### src/rtl/qpskm_pkg.sv
package qpskm_pkg;
  localparam int unsigned NUM_PHASES = 4;
  typedef logic [1:0] pair_t;
  typedef logic [$clog2(NUM_PHASES)-1:0] tap_idx_t;

  // Gray order: 00->0, 01->1, 11->2, 10->3 quarter-period steps
  function automatic tap_idx_t pair_to_tap(input pair_t p);
    return tap_idx_t'({p[1], p[1] ^ p[0]});
  endfunction
endpackage

### src/rtl/qpskm_divider.sv
module qpskm_divider #(
  parameter int unsigned CNT_W = 4,
  parameter int unsigned CARRIER_BIT = 2
) (
  input  logic clk,
  input  logic rst,
  output logic half_en,
  output logic carrier,
  output logic bit_tick
);
  localparam int unsigned HALF_BIT = CARRIER_BIT - 2;

  logic [CNT_W-1:0] count_q;

  always_ff @(posedge clk) begin
    if (rst) count_q <= '0;
    else     count_q <= count_q + 1'b1;
  end

  assign half_en  = &count_q[HALF_BIT:0];
  assign carrier  = count_q[CARRIER_BIT];
  assign bit_tick = &count_q;


  carrier_step_chk: assert property (@(posedge clk) disable iff (rst)
    !$stable(carrier) |-> $past(half_en));


  tick_single_chk: assert property (@(posedge clk) disable iff (rst)
    bit_tick |=> !bit_tick);
endmodule

### src/rtl/qpskm_phase_line.sv
module qpskm_phase_line #(
  parameter int unsigned TAPS = 4
) (
  input  logic            clk,
  input  logic            rst,
  input  logic            step,
  input  logic            carrier,
  output logic [TAPS-1:0] taps
);
  localparam int unsigned STAGES = TAPS - 1;

  logic [STAGES-1:0] stage_q;

  assign taps[0] = carrier;

  for (genvar g = 0; g < STAGES; g++) begin : g_stage
    always_ff @(posedge clk) begin
      if (rst)       stage_q[g] <= 1'b0;
      else if (step) stage_q[g] <= taps[g];
    end
    assign taps[g+1] = stage_q[g];
  end


  first_lag_chk: assert property (@(posedge clk) disable iff (rst)
    step |=> taps[1] == $past(taps[0]));


  hold_between_chk: assert property (@(posedge clk) disable iff (rst)
    !step |=> $stable(taps[TAPS-1]));
endmodule

### src/rtl/qpskm_pair_latch.sv
module qpskm_pair_latch
  import qpskm_pkg::*;
(
  input  logic  clk,
  input  logic  rst,
  input  logic  tick,
  input  logic  bit_in,
  output pair_t pair
);
  logic  early_q;
  logic  half_q;
  pair_t pair_q;

  always_ff @(posedge clk) begin
    if (rst) begin
      early_q <= 1'b0;
      half_q  <= 1'b0;
      pair_q  <= '0;
    end else if (tick) begin
      early_q <= bit_in;
      half_q  <= ~half_q;
      if (half_q) pair_q <= {early_q, bit_in};
    end
  end

  assign pair = pair_q;


  pair_load_chk: assert property (@(posedge clk) disable iff (rst)
    !$stable(pair_q) |-> ($past(tick) && $past(half_q)));


  half_flip_chk: assert property (@(posedge clk) disable iff (rst)
    tick |=> half_q != $past(half_q));
endmodule

### src/rtl/qpsk_mixerless_mod.sv
module qpsk_mixerless_mod
  import qpskm_pkg::*;
#(
  parameter int unsigned CNT_W = 4,
  parameter int unsigned CARRIER_BIT = 2
) (
  input  logic       clk,
  input  logic       rst,
  input  logic       ser_in,
  output logic       bit_strobe,
  output logic [1:0] dibit,
  output logic       qpsk_out
);
  logic                  half_en;
  logic                  carrier;
  logic                  tick;
  logic [NUM_PHASES-1:0] phase_taps;
  pair_t                 held;

  qpskm_divider #(.CNT_W(CNT_W), .CARRIER_BIT(CARRIER_BIT)) u_div (
    .clk      (clk),
    .rst      (rst),
    .half_en  (half_en),
    .carrier  (carrier),
    .bit_tick (tick)
  );

  qpskm_phase_line #(.TAPS(NUM_PHASES)) u_line (
    .clk     (clk),
    .rst     (rst),
    .step    (half_en),
    .carrier (carrier),
    .taps    (phase_taps)
  );

  qpskm_pair_latch u_pair (
    .clk    (clk),
    .rst    (rst),
    .tick   (tick),
    .bit_in (ser_in),
    .pair   (held)
  );

  assign bit_strobe = tick;
  assign dibit      = held;
  assign qpsk_out   = phase_taps[pair_to_tap(held)];


  reset_state_chk: assert property (@(posedge clk)
    $past(rst) |-> (dibit == 2'b00 && !bit_strobe && !qpsk_out));
endmodule

### config.mk
export PLATFORM = sky130hd
export DESIGN_NAME = qpsk_mixerless_mod
export DESIGN_NICKNAME = d
export VERILOG_FILES = /design/src/rtl/qpskm_pkg.sv /design/src/rtl/qpskm_divider.sv /design/src/rtl/qpskm_phase_line.sv /design/src/rtl/qpskm_pair_latch.sv /design/src/rtl/qpsk_mixerless_mod.sv
export SDC_FILE = /design/constraint.sdc
export NUM_CORES = 1
export LEC_CHECK = 0
export ABC_CLOCK_PERIOD_IN_PS = 1300
export CAP_MARGIN = 40
export CORE_AREA = 2 2 39 41
export CTS_CLUSTER_DIAMETER = 80
export DETAILED_ROUTE_END_ITERATION = 6
export DIE_AREA = 0 0 41 43
export DONT_BUFFER_PORTS = 1
export GPL_TIMING_DRIVEN = 0
export PLACE_DENSITY = 0.6
export SLEW_MARGIN = 40
export SYNTH_ARGS = -nofsm -noshare
export SYNTH_HDL_FRONTEND = slang
export SYNTH_SLANG_ARGS = --single-unit
### constraint.sdc
create_clock -name clk -period 1.3 [get_ports clk]
set_clock_uncertainty 0.05 [all_clocks]
set_input_delay 0.195 -clock clk [delete_from_list [all_inputs] [get_ports clk]]
set_output_delay 0.195 -clock clk [all_outputs]
set_load 0.005 [all_outputs]
Word level (Yosys, flattened, before mapping). Cells that the tools add are included.

Register bits after elaboration: 11. Input port bits: 3. Output and inout port bits: 4. Word-level logic and storage cells: 15.

Add/sub/neg operators: 1. Order comparisons: 1. Muxes and demuxes: 2. Bitwise operators: 2. Reductions and logical operators: 2.

Operators with widths (count): 5-bit AND reduction (1); 4-bit by 1-bit adder with 4-bit output (second input constant) (1); 4-bit AND reduction (1); 2-bit by 3-bit less-than comparator with 1-bit output (second input constant) (1); 1-bit binary-select mux with 2-bit select (1); 1-bit 2-to-1 mux (1); 1-bit NOT (1); 1-bit XOR (1).

Depth between registers and ports, before layout. Gate-level depths: netlist (run 1).

Depth in word-level cells: 3. Gate-level depth with buffers: 3.

By module. A second synthesis (run 1) with hierarchy kept.

Cells, all modules: 40. Area, all modules: 435.4 um^2.

Modules (own cells, without submodules): qpskm_divider (times used 1, cells each 14, area an instance 152.6 um^2, seq. area each 80.1 um^2); qpskm_pair_latch (times used 1, cells each 15, area an instance 151.4 um^2, seq. area each 80.1 um^2); qpskm_phase_line (times used 1, cells each 10, area an instance 108.9 um^2, seq. area each 60.1 um^2); qpsk_mixerless_mod (times used 1, cells each 1, area an instance 22.5 um^2, seq. area each 0.0 um^2).

Least setup slack after synthesis (run 1). No wires, ideal clock.

Kind: reg-to-reg. Start point: register u_div.count_q[0]. End point: register u_pair.half_q. Library setup time: 0.121 ns. Data arrival time: 0.987 ns. Data required time: 1.129 ns. Path slack: 0.142 ns. Stages on the path, launching flop included: 4. Path buffers: 0. Cells stage by stage: dfxtp_1 ha_1 and3_4 mux2_4.

Longest elaborated chain between the ends: 1.

RTL lines: start, declared (RTL line qpskm_divider.sv:13) `logic [CNT_W-1:0] count_q;`; start signal, assigned (RTL line qpskm_divider.sv:17) `else count_q <= count_q + 1'b1;`; 4-bit AND reduction (RTL line qpskm_divider.sv:22) `assign bit_tick = &count_q;`; via bit_strobe (RTL line qpsk_mixerless_mod.sv:10) `output logic bit_strobe,`; end signal, assigned (RTL line qpskm_pair_latch.sv:21) `half_q <= ~half_q;`; end, declared (RTL line qpskm_pair_latch.sv:11) `logic half_q;`.

The timed path passes the listed nets, and every way through them passes these cells. A chain may end at the register's enable or synchronous reset.

Worst setup path in the final report (run 1).
Start point: register u_pair.pair_q[1] (netlist: u_pair.pair[1]). End point: output port qpsk_out.

Longest elaborated chain between the ends: 3.

RTL lines: start, declared (RTL line qpskm_pair_latch.sv:12) `pair_t pair_q;`; start signal, assigned (RTL line qpskm_pair_latch.sv:22) `if (half_q) pair_q <= {early_q, bit_in};`; 1-bit XOR (RTL line qpskm_pkg.sv:8) `return tap_idx_t'({p[1], p[1] ^ p[0]});`; 1-bit binary-select mux with 2-bit select * (RTL line qpsk_mixerless_mod.sv:46) `assign qpsk_out = phase_taps[pair_to_tap(held)];`; 1-bit 2-to-1 mux (not written as such) * (RTL line qpsk_mixerless_mod.sv:46); end, declared (RTL line qpsk_mixerless_mod.sv:12) `output logic qpsk_out`.

Mark *: on every way between the ends. The rest lies on a longest branch, timed or not. The select of a mux whose other input is x is not followed.

==> impl_metrics.json, run 1 <==
{
  "status": "complete, but fails checks",
  "failed_checks": "negative setup slack",
  "ys_seq_area_frac": 0.476,
  "synth_area_per_cell_sq_um": 11.3,
  "yosys.area.top_type": "dfxtp_1",
  "p_leak_nw": 0.200,
  "yosysUniqueCellTypes": 14,
  "cts-buffers-inserted": 3,
  "worstMarginPinSlew_ps": 129,
  "coreArea_sq_um": 1380,
  "dp_hpwl_um": 508,
  "drive_gt1_frac": 0.333,
  "setup-violations-final": 1,
  "hold_path_end": "u_pair.early_q",
  "crit_arrival_ps": 1150,
  "period_minus_slack_ps": 1390,
  "rsz0062_at_grt": "yes",
  "p_int_mw": 0.479,
  "antenna_found_initial": 0,
  "numPortBuffers": 0,
  "io_pins": 7,
  "final.fill_count": 142,
  "critPathRequiredTime_ps": 1050,
  "slew_headroom": 0.911,
  "num-nets-final": 50,
  "cp.buffers_inverters": 0,
  "max_stage_delay_ps": 510,
  "path_cells": "mux4_2",
  "detail-route-antenna-nets": 0,
  "finalMaxSlewViolations": 0,
  "cts_tree": "yes",
  "drtIter0Drc": 3,
  "multiInputGateArea_sq_um": 243,
  "initial_utilization": 0.335,
  "drt_first_pass_iters": 2,
  "reg2reg_setup_slack_ps": 110,
  "area_delta_synth_final_pct": 14.3,
  "hp-class": "input port to flip-flop",
  "p_sw_frac": 0.232,
  "gr-total-overflow": 0,
  "finalCritPeriodShare": 1.07,
  "min_from": "ser_in",
  "cap_viol_max_count": 0,
  "cpLargestDelayFamily": "multiplexers",
  "synth-seq-cells": 11,
  "crit_path_top_delay_cell": "mux4_2",
  "via_count": 290,
  "end_kind": "primary output",
  "r2r-start": "u_div.count_q[1]",
  "powerDensity_nw_per_um2": 1180,
  "path_class": "flip-flop to primary output",
  "syn_nets": 45,
  "drt-vias-per-instance": 4.75,
  "grt_max_degree": 11,
  "vdd_drop_max_mv": 0.501,
  "holdWs_ps": 79.5,
  "cp-start-kind": "flip-flop",
  "place_congestion": 0.614,
  "numClockSinks": 11,
  "die_w_um": 41,
  "cts_buffer_depth": 2,
  "pwr-share-seq": 0.566,
  "clkLatencyLatePin_ps": 270,
  "dieHeight_um": 43,
  "track_usage": 0.0971,
  "tns_ps": -90.4,
  "reg2reg_to": "u_pair.half_q",
  "clkPwrFrac": 0.374,
  "setup_ws_ps": -90.4,
  "route.detailed.drc": 0,
  "die_area_sq_um": 1760,
  "synth_top_area_share": 0.476,
  "synth_cells": 41,
  "seqCellArea_sq_um": 226,
  "combinationalPowerShare": 0.060,
  "switchingPower_mw": 0.145,
  "netlist_area_sq_um": 463,
  "post_cts_buffers": 0,
  "grt_pass1_wl_mm": 1.10,
  "cp_max_fo": 3,
  "ys_warn_count": 0,
  "grt_pass1_vias": 278,
  "finalWirelength_um": 715,
  "core.rowCount": 14,
  "antenna_cells_inserted": 0,
  "max_freq_ghz": 0.719,
  "rr_worst_depth": 3,
  "cts_root_buf": "clkbuf_4",
  "hold-path-cell-count": 2,
  "htree_levels": 1,
  "synth_area_leaders": "dfxtp_1 48%, mux2i_1 13%, mux2_4 6.5%",
  "wl_per_cell_um": 11.7,
  "hold_viol": 0,
  "clk_pin_slew_ps": 70
}
==> worst max-delay path by stage <==
stage               slack [ps]       endpoint  depth (start not counted)             start
floorplan                  140  u_pair.half_q                          3  u_div.count_q[0]
global placement           100  u_pair.half_q                          3  u_div.count_q[1]
detailed placement          90  u_pair.half_q                          3  u_div.count_q[1]
CTS                       -100       qpsk_out                          1    u_pair.pair[1]
global route              -110       qpsk_out                          1    u_pair.pair[1]
finish                     -90       qpsk_out                          1    u_pair.pair[1]
==> cells by family (layout without fill, tap and decap cells) <==
group         after synthesis  after routing  synth area share
xor+xnor                    1              1            0.0189
fa+ha+maj                   1              1            0.0270
buf+inv                     2              6            0.0270
flops                      11             11             0.476
mux                         9              9             0.243
simple gates               17             17             0.208
==> through the flow <==
stage / util / instance area, sq um / power (mW) / std cells / worst slack (ps)
final: 0.382 / 529 / 0.625 / 61 / -90.4
after global routing: 0.382 / 529 / 0.657 / 61 / -115
after CTS: 0.373 / 517 / 0.634 / 61 / -103
after detailed placement: 0.349 / 483 / 0.396 / 57 / 85.8
after global placement: 0.349 / 483 / 0.395 / 57 / 96.3
after floorplan: - / 463 / 0.389 / 41 / 142
==> layout by cell type, fill, tap and decap left out <==
cell type,count
dfxtp_1,8
nor2_1,7
mux2i_1,6
nand2b_1,4
nor2b_1,3
clkbuf_4,3
mux2_4,2
dfxtp_2,2
and3_4,1
mux4_2,1
buf_4,1
and4_2,1
buf_2,1
nand3_1,1
xnor2_1,1
ha_4,1
clkinv_2,1
dfxtp_4,1
==> power groups by stage <==
stage | sequential (mW) | combinational, mW | clock (mW)
6_report | 0.354 | 0.0375 | 0.233
5_1_grt | 0.355 | 0.0423 | 0.260
4_1_cts | 0.350 | 0.0365 | 0.247
3_5_place_dp | 0.360 | 0.0355 | 0
3_3_place_gp | 0.360 | 0.0349 | 0
2_1_floorplan | 0.359 | 0.0305 | 0
==> sequential cells by signal, indices dropped and copies added, names as in the netlist <==
| name | count |
|---|---|
| u_div.count_q | 4 |
| u_line.taps | 3 |
| u_pair.early_q | 1 |
| u_pair.half_q | 1 |
| u_pair.pair | 2 |
==> timing repair <==
item | in CTS | in global routing
hold buffers | 0 | 0
setup endpoints to repair | 2 | 2
hold endpoints to repair | 0 | 0
pin swaps | 0 | 0
gates cloned | 0 | 0
gates resized for setup | 3 | 3
==> worst register-to-register path, delay by kind of cell (launching register included) <==
kind / cells / cell delay, ps
flops: 1 / 370
fa+ha+maj: 1 / 160
mux: 1 / 290
simple gates: 1 / 210
==> cell usage after synthesis <==
cell	instances
nand2b_1	4
dfxtp_1	11
nand3_1	1
nor2b_1	3
xnor2_1	1
nor2_1	7
and3_4	1
mux2i_1	6
mux2_4	2
buf_2	1
and4_2	1
buf_4	1
ha_1	1
mux4_2	1
==> final cells by class <==
class / instances / share of cell area
clock inverter: 1 / 0.00946
clock buffer: 3 / 0.0426
sequential: 11 / 0.428
multi-input combinational: 28 / 0.459
tap: 16 / 0.0378
buffer: 2 / 0.0236
==> per-layer routing <==
layer,vias to the layer above,global-route usage,part of all wire,wire length [um]
li1,149,-,-,-
met1,132,0.125,0.48,342
met3,0,0.0942,0.084,60
met4,0,0.0200,0,0
met5,-,0,0,0
met2,9,0.116,0.44,312
Power figures use the tool's default switching activity.
==> run 2, diff against run 1 <==
--- a/config.mk
+++ b/config.mk
@@ -13,6 +13,7 @@
 export DIE_AREA = 0 0 41 43
 export DONT_BUFFER_PORTS = 1
 export GPL_TIMING_DRIVEN = 0
+export MAX_ROUTING_LAYER = met4
 export PLACE_DENSITY = 0.6
 export SLEW_MARGIN = 40
 export SYNTH_ARGS = -nofsm -noshare
==> results of run 2 <==
The final DEF is identical to that of run 1; final timing and power are the same.
Among the figures that moved: final weighted congestion in routability-driven placement 0.614 -> 0.618; overall routing resource usage 0.0971 -> 0.0995
